<file path="src/rtl/ldfmt_pkg.sv">
// Package: shared constants and size-code type for the load data formatter.
// Assumes a little-endian byte numbering inside a doubleword (byte 0 = bits 7:0).
package ldfmt_pkg;
    localparam int LF_BYTES = 8;          // bytes per doubleword
    localparam int LF_CRW   = 4;          // condition field width

    // Access size codes; size in bytes is 1 << code
    typedef enum logic [1:0] {
        SZ_BYTE = 2'd0,
        SZ_HALF = 2'd1,
        SZ_WORD = 2'd2,
        SZ_DBL  = 2'd3
    } ldfmt_size_e;
endpackage

</file>
<file path="src/rtl/ldfmt_xbar.sv">
// Module: byte crossbar. Every output lane has its own BYTES-to-1 byte mux and
// picks the input byte at (offset + position) mod BYTES, where position is the
// lane index or, for reversed loads, (size - 1 - lane). It also reports, per lane,
// whether the source byte lies in the first doubleword (no wrap past the top).
// Assumes: lanes at or above the access size are don't-care downstream.
module ldfmt_xbar #(
    parameter int BYTES = ldfmt_pkg::LF_BYTES,
    localparam int OFFW = $clog2(BYTES),
    localparam int LENW = $clog2(OFFW + 1)
) (
    input  logic [BYTES*8-1:0] din,
    input  logic [OFFW-1:0]    off,
    input  logic [LENW-1:0]    len_code,
    input  logic               brev,
    output logic [BYTES*8-1:0] dout,
    output logic [BYTES-1:0]   lo_half
);
    logic [OFFW:0] nbytes;

    // Decode the size code into a byte count
    assign nbytes = (OFFW + 1)'(1) << len_code;

    for (genvar j = 0; j < BYTES; j++) begin : g_lane
        logic [OFFW:0]   pos_in_acc;
        logic [OFFW:0]   abs_pos;
        logic [OFFW-1:0] src;
        logic [7:0]      lane;

        // Work out which access position, and which input byte, feeds this lane
        always_comb begin
            pos_in_acc = brev ? (nbytes - (OFFW + 1)'(j + 1)) : (OFFW + 1)'(j);
            abs_pos    = {1'b0, off} + pos_in_acc;
            src        = abs_pos[OFFW-1:0];
        end

        // Per-lane byte selector over all input bytes
        always_comb begin
            lane = '0;
            for (int s = 0; s < BYTES; s++) begin
                if (src == OFFW'(s)) lane = din[s*8 +: 8];
            end
        end

        assign dout[j*8 +: 8] = lane;
        assign lo_half[j]     = ~abs_pos[OFFW];
    end
endmodule

</file>
<file path="src/rtl/ldfmt_shape.sv">
// Module: lane shaper. Merges parked and current rotated bytes for split
// accesses, then keeps the bytes inside the access size and fills the rest with
// zero or with the sign bit of the top byte of the access.
// Assumes: rotated inputs come from ldfmt_xbar with identical controls.
module ldfmt_shape #(
    parameter int BYTES = ldfmt_pkg::LF_BYTES,
    localparam int OFFW = $clog2(BYTES),
    localparam int LENW = $clog2(OFFW + 1)
) (
    input  logic [BYTES*8-1:0] cur,
    input  logic [BYTES*8-1:0] held,
    input  logic [BYTES-1:0]   lo_half,
    input  logic               splice_en,
    input  logic [LENW-1:0]    len_code,
    input  logic               sext,
    output logic [BYTES*8-1:0] res
);
    logic [OFFW:0]       nbytes;
    logic [BYTES*8-1:0]  merged;
    logic                sign;

    // Byte count from the size code
    assign nbytes = (OFFW + 1)'(1) << len_code;

    // Splice: lanes whose byte lives in the first doubleword take the parked copy
    for (genvar j = 0; j < BYTES; j++) begin : g_merge
        assign merged[j*8 +: 8] = (splice_en && lo_half[j]) ? held[j*8 +: 8] : cur[j*8 +: 8];
    end

    // Pick the sign bit from the most significant byte of the access
    always_comb begin
        sign = 1'b0;
        for (int j = 0; j < BYTES; j++) begin
            if ((OFFW + 1)'(j + 1) == nbytes) sign = merged[j*8 + 7];
        end
    end

    // Trim or extend every lane above the access size
    for (genvar j = 0; j < BYTES; j++) begin : g_trim
        assign res[j*8 +: 8] = ((OFFW + 1)'(j) < nbytes) ? merged[j*8 +: 8] : {8{sext & sign}};
    end
endmodule

</file>
<file path="src/rtl/ldfmt_cond.sv">
// Module: condition classifier. Produces {LT, GT, EQ, SO} from the final value.
// Assumes: the value is a two's-complement number of W bits.
module ldfmt_cond #(
    parameter int W   = ldfmt_pkg::LF_BYTES * 8,
    parameter int CRW = ldfmt_pkg::LF_CRW
) (
    input  logic [W-1:0]   value,
    input  logic           so,
    output logic [CRW-1:0] cr
);
    logic is_zero;
    logic is_neg;

    // Zero and sign detection on the full width
    assign is_zero = (value == '0);
    assign is_neg  = value[W-1];

    // Pack the field, SO in the lowest bit
    assign cr = {is_neg, ~is_neg & ~is_zero, is_zero, so};
endmodule

</file>
<file path="src/rtl/ldfmt_top.sv">
// Module: load data formatter top. Steers one or two doubleword beats into a
// register value with one cycle of latency after the last beat, and classifies
// the value for the condition register when the record flag is set.
// Assumes: a beat with the second-pending flag is always followed by a second
// beat; controls presented with the second beat are not used.
module ldfmt_top #(
    parameter int BYTES = ldfmt_pkg::LF_BYTES,
    localparam int W    = BYTES * 8,
    localparam int OFFW = $clog2(BYTES),
    localparam int LENW = $clog2(OFFW + 1),
    localparam int CRW  = ldfmt_pkg::LF_CRW
) (
    input  logic            clk,
    input  logic            rst_n,
    input  logic            in_valid,
    input  logic [W-1:0]    in_data,
    input  logic [OFFW-1:0] in_offset,
    input  logic [LENW-1:0] in_len,
    input  logic            in_sext,
    input  logic            in_brev,
    input  logic            in_second_pending,
    input  logic            in_record,
    input  logic            in_so,
    output logic            out_valid,
    output logic [W-1:0]    out_data,
    output logic            out_cr_valid,
    output logic [CRW-1:0]  out_cr
);
    // Parked state for a split access
    logic            pend_q;
    logic [OFFW-1:0] off_q;
    logic [LENW-1:0] len_q;
    logic            sext_q, brev_q, rec_q, so_q;
    logic [W-1:0]    held_q;

    // Controls in use this cycle
    logic [OFFW-1:0] u_off;
    logic [LENW-1:0] u_len;
    logic            u_sext, u_brev, u_rec, u_so;

    logic [W-1:0]     rot;
    logic [BYTES-1:0] lo_half;
    logic [W-1:0]     res;
    logic [CRW-1:0]   cr;
    logic             start_split;
    logic             fire;

    // A second beat uses the controls latched with its first beat
    always_comb begin
        u_off  = pend_q ? off_q  : in_offset;
        u_len  = pend_q ? len_q  : in_len;
        u_sext = pend_q ? sext_q : in_sext;
        u_brev = pend_q ? brev_q : in_brev;
        u_rec  = pend_q ? rec_q  : in_record;
        u_so   = pend_q ? so_q   : in_so;
    end

    // Beat classification: park a first half, emit on a last beat
    assign start_split = in_valid && !pend_q && in_second_pending;
    assign fire        = in_valid && (pend_q || !in_second_pending);

    ldfmt_xbar #(.BYTES(BYTES)) u_xbar (
        .din      (in_data),
        .off      (u_off),
        .len_code (u_len),
        .brev     (u_brev),
        .dout     (rot),
        .lo_half  (lo_half)
    );

    ldfmt_shape #(.BYTES(BYTES)) u_shape (
        .cur       (rot),
        .held      (held_q),
        .lo_half   (lo_half),
        .splice_en (pend_q),
        .len_code  (u_len),
        .sext      (u_sext),
        .res       (res)
    );

    ldfmt_cond #(.W(W), .CRW(CRW)) u_cond (
        .value (res),
        .so    (u_so),
        .cr    (cr)
    );

    // Holding register: capture rotated first half and its controls
    always_ff @(posedge clk) begin
        if (!rst_n) begin
            pend_q <= 1'b0;
            off_q  <= '0;
            len_q  <= '0;
            sext_q <= 1'b0;
            brev_q <= 1'b0;
            rec_q  <= 1'b0;
            so_q   <= 1'b0;
            held_q <= '0;
        end else if (in_valid) begin
            if (start_split) begin
                pend_q <= 1'b1;
                off_q  <= in_offset;
                len_q  <= in_len;
                sext_q <= in_sext;
                brev_q <= in_brev;
                rec_q  <= in_record;
                so_q   <= in_so;
                held_q <= rot;
            end else begin
                pend_q <= 1'b0;
            end
        end
    end

    // Output register: result and condition field one cycle after the last beat
    always_ff @(posedge clk) begin
        if (!rst_n) begin
            out_valid    <= 1'b0;
            out_cr_valid <= 1'b0;
            out_data     <= '0;
            out_cr       <= '0;
        end else begin
            out_valid    <= fire;
            out_cr_valid <= fire && u_rec;
            if (fire) begin
                out_data <= res;
                out_cr   <= u_rec ? cr : '0;
            end
        end
    end

    // A parked first half never produces a result in the next cycle
    assert_first_half_silent_R6: assert property (@(posedge clk) disable iff (!rst_n)
        start_split |=> !out_valid);

    // Results only appear one cycle after an input beat
    assert_valid_after_beat_R8: assert property (@(posedge clk) disable iff (!rst_n)
        out_valid |-> $past(in_valid));

    // The second beat closes the split access and yields a result
    assert_second_beat_closes_R8: assert property (@(posedge clk) disable iff (!rst_n)
        (pend_q && in_valid) |=> (out_valid && !pend_q));

    // Condition field only accompanies a result
    assert_cr_with_result_R9: assert property (@(posedge clk) disable iff (!rst_n)
        out_cr_valid |-> out_valid);

    // EQ agrees with the registered value
    assert_cr_eq_matches_R9: assert property (@(posedge clk) disable iff (!rst_n)
        out_cr_valid |-> (out_cr[1] == (out_data == '0)));

    // Exactly one of LT, GT, EQ is set
    assert_cr_exclusive_R9: assert property (@(posedge clk) disable iff (!rst_n)
        out_cr_valid |-> $onehot(out_cr[3:1]));

    // LT follows the sign bit of the result
    assert_cr_lt_sign_R9: assert property (@(posedge clk) disable iff (!rst_n)
        out_cr_valid |-> (out_cr[3] == out_data[W-1]));
endmodule

</file>
<file path="config.mk">
export PLATFORM = sky130hd
export DESIGN_NAME = ldfmt_top
export DESIGN_NICKNAME = d
export VERILOG_FILES = /design/src/rtl/ldfmt_pkg.sv /design/src/rtl/ldfmt_xbar.sv /design/src/rtl/ldfmt_shape.sv /design/src/rtl/ldfmt_cond.sv /design/src/rtl/ldfmt_top.sv
export SDC_FILE = /design/constraint.sdc
export NUM_CORES = 1
export LEC_CHECK = 0
export BUFFER_PORTS_ARGS = -buffer_cell sky130_fd_sc_hd__buf_2
export CELL_PAD_IN_SITES_DETAIL_PLACEMENT = 0
export CELL_PAD_IN_SITES_GLOBAL_PLACEMENT = 1
export CORE_ASPECT_RATIO = 0.8
export CORE_MARGIN = 5
export CORE_UTILIZATION = 44
export DETAILED_ROUTE_END_ITERATION = 8
export PLACE_DENSITY = 0.88
export SYNTH_ARGS = -nofsm -noshare
export SYNTH_HDL_FRONTEND = slang
export SYNTH_HIERARCHICAL = 1
export SYNTH_SLANG_ARGS = --single-unit
</file>
<file path="constraint.sdc">
create_clock -name clk -period 6.1 [get_ports clk]
set_clock_uncertainty 0.05 [all_clocks]
set_input_delay 0.305 -clock clk [delete_from_list [all_inputs] [get_ports clk]]
set_output_delay 0.305 -clock clk [all_outputs]
set_load 0.02 [all_outputs]
</file>
==> impl_metrics.toml <==
[die]
rows = 52
die_area_mm2 = 0.0288
die_w_um = 189
io_pins = 147
dieHeight_um = 153
initial_utilization_pct = 44.5
core_area_mm2 = 0.0252

[grt]
first_global_vias = 10900
grt_pass1_wl_um = 68700
track_usage_pct = 30.5
overflow = 0
grt_start_max_net_pins = 76
antenna_found_initial = 0

[final_layout]
fin_util_pct = 50.4
area_growth_pct = 13.3
fin_area_mm2 = 0.0127
layout.nets = 1633
fill_cells = 2493
layout_common_cells = "319 x nand2_1, 146 x buf_2, 144 x dfxtp_1, 76 x mux2i_1, 75 x a22o_1"
drive_above_1_share_pct = 18.8
mostFrequentLayoutCell = "nand2_1"
antennaDiodeCount = 0

[drt]
wl_um = 45600
route.detailed.drc = 0
ant_nets = 0
first_pass_iters = 7
vias = 12100
wl_per_cell_um = 24.4
dr.first_iter.drc_count = 1709
vias_per_cell = 6.45

[sta]
setup_viol = 0
period_share_pct = 95.2
worstMarginPinSlew_ns = 1.18
slew_violations = 0
max_freq_mhz = 172
hold_violations = 0
holdWs_ns = 0.0761
slew_headroom_pct = 19.4
finalSetupTns_ns = 0
rsz0062_at_grt = "no"
period_needed_ns = 5.81

[setup_path]
start_kind = "flop"
slowest_stage = "a21oi_1"
worstPathRequired_ns = 6.36
cp_cell_sequence = "mux2_2 > ha_1 > nand2_1 > ha_1 > buf_4 > xor2_1 > nor3_1 > nor2_1 > o32ai_1 > a2bb2oi_1 > a21boi_0 > or2_2 > a21oi_1 > a31oi_1 > nor4_1 > nand4_1 > nor4_2 > nor2_1 > a22o_1"
cp_max_fo = 8
critPathArrivalTime_ns = 6.07
crit_path_max_incr_delay_ns = 0.59
cp-end-kind = "flop"
worst-setup-path-type = "flop to flop"

[logic_synthesis]
async_flop_share_pct = 0
yosys_warnings = 6
synthFlopType = "dfxtp_1"
synth_edf_count = 0
synth-seq-cells = 144
synthDistinctLibCells = 82
yosysSeqAreaShare_pct = 25.7
syn_inst = 1450
synth_nets = 1550
netlist_area_mm2 = 0.0112
syn_avg_cell_area_um2 = 7.75

[clock_tree]
clkSlewWorstSetupHoldPaths_ns = 0.06
cts_root_buffer = "clkbuf_16"
clkSinkCount = 144
cts_buffer_depth = 2
cts_inserted_buffers = 17
htreeDepth = 4
cts_hold_buf = 0
cts_tree = "done"
clkLatencyLatePin_ns = 0.42

[place]
dp_hpwl_um = 34500
portBuffers = 146
gp_congestion = 1.05
placed_area_mm2 = 0.0121

[power]
peakVddDrop_v = 0.000222
power.leakage_nw = 5.44
p_per_area_mw_per_mm2 = 346

[hold_path]
timing.hold.worst.class = "primary input to flop"

[run]
drv_cap = 0

[outcome]
status = "finished, final reports clean"
-- what timing repair did --
| item | 4_1_cts | 5_1_grt |
|---|---|---|
| buffers inserted | 0 | 1 |
| endpoints found under the setup margin | 0 | 2 |
| gates resized for setup | 0 | 1 |
-- cell usage after synthesis, types with 15 or more instances --
cell / number / area [um2]
a21boi_1: 73 / 548
a21oi_1: 60 / 300
a22o_1: 75 / 657
a31oi_1: 34 / 213
buf_2: 40 / 200
clkbuf_1: 50 / 188
dfxtp_1: 144 / 2880
ha_1: 21 / 263
inv_1: 37 / 139
mux2_2: 28 / 315
mux2i_1: 76 / 761
mux4_2: 15 / 338
nand2_1: 319 / 1200
nand3_1: 25 / 125
nor2_1: 47 / 176
nor3_1: 25 / 125
nor4_1: 16 / 100
o21ai_0: 45 / 225
o21ai_1: 41 / 205
o221ai_1: 21 / 184
o22ai_1: 15 / 93.8
-- power breakdown --
part           total (mW)  internal [mW]  switching, mW  leakage [nW]
Combinational        2.21          0.749           1.46          3.96
Clock                1.11          0.706          0.406         0.306
Sequential           1.07           1.03         0.0459          1.17
-- layer usage --
layer	vias to the layer above	GRT usage, %	wire length, um
met2	733	42.4	18500
met3	100	9.07	5170
met4	0	11.3	1860
met5	-	0	0
met1	5746	44.4	20100
li1	5472	-	-
-- final cells by class --
type / count / area [um2] / share of cell area (%)
multi-input cells: 1147 / 7610 / 59.9
flip-flops and latches: 144 / 2880 / 22.7
repair buffers: 186 / 1040 / 8.20
clock buffers: 19 / 453 / 3.56
well taps: 324 / 405 / 3.19
clock inverters: 12 / 184 / 1.45
inverters: 37 / 139 / 1.09
-- metrics by stage --
stage	setup slack [ns]	cells	total power, mW
finish	0.292	1869	4.40
global route	0.0200	1869	4.59
CTS	0.409	1868	4.33
detailed placement	0.427	1837	3.21
global placement	0.565	1837	3.21
floorplan	0.838	1450	2.50
-- worst max-delay path: cells and delay by family (launching register included) --
| family | cells | cell delay, ns |
|---|---|---|
| buffers and inverters | 1 | 0.21 |
| xor gates and xnor gates | 1 | 0.56 |
| adders and majority gates | 2 | 0.56 |
| and+or+nand+nor | 8 | 1.96 |
| muxes | 1 | 0.47 |
| DFF | 1 | 0.48 |
| AOI/OAI and AO/OA | 6 | 1.41 |
-- cells by family (layout without fill, tap and decap cells) --
family / after synthesis / in the layout / share of synthesized area [%]
buffers and inverters: 159 / 254 / 6.94
flip-flops: 144 / 144 / 25.7
AO/OA/AOI/OAI: 469 / 469 / 29.8
AND/OR/NAND/NOR: 511 / 511 / 20.2
XOR/XNOR: 24 / 24 / 1.94
adder cells (fa/ha/maj): 23 / 23 / 2.70
multiplexers: 120 / 120 / 12.7
-- sequential cells by signal, indices dropped and copies added (netlist names), 2 cells and up --
signal,flops
held_q,64
out_data,64
out_cr,4
off_q,3
len_q,2
-- path summary, 6_finish.rpt --
kind	from	to	slack [ns]	cells past startpoint
setup reg to reg	pend_q$_SDFFE_PN0P_	out_cr[2]$_SDFFE_PN0P_	0.29	19
hold / removal	in_offset[0]	off_q[0]$_SDFFE_PN0P_	0.08	3
setup / recovery	pend_q$_SDFFE_PN0P_	out_cr[2]$_SDFFE_PN0P_	0.29	19
hold reg to reg	held_q[0]$_SDFFE_PN0P_	held_q[0]$_SDFFE_PN0P_	0.40	2
(Power assumes the default switching activity.)
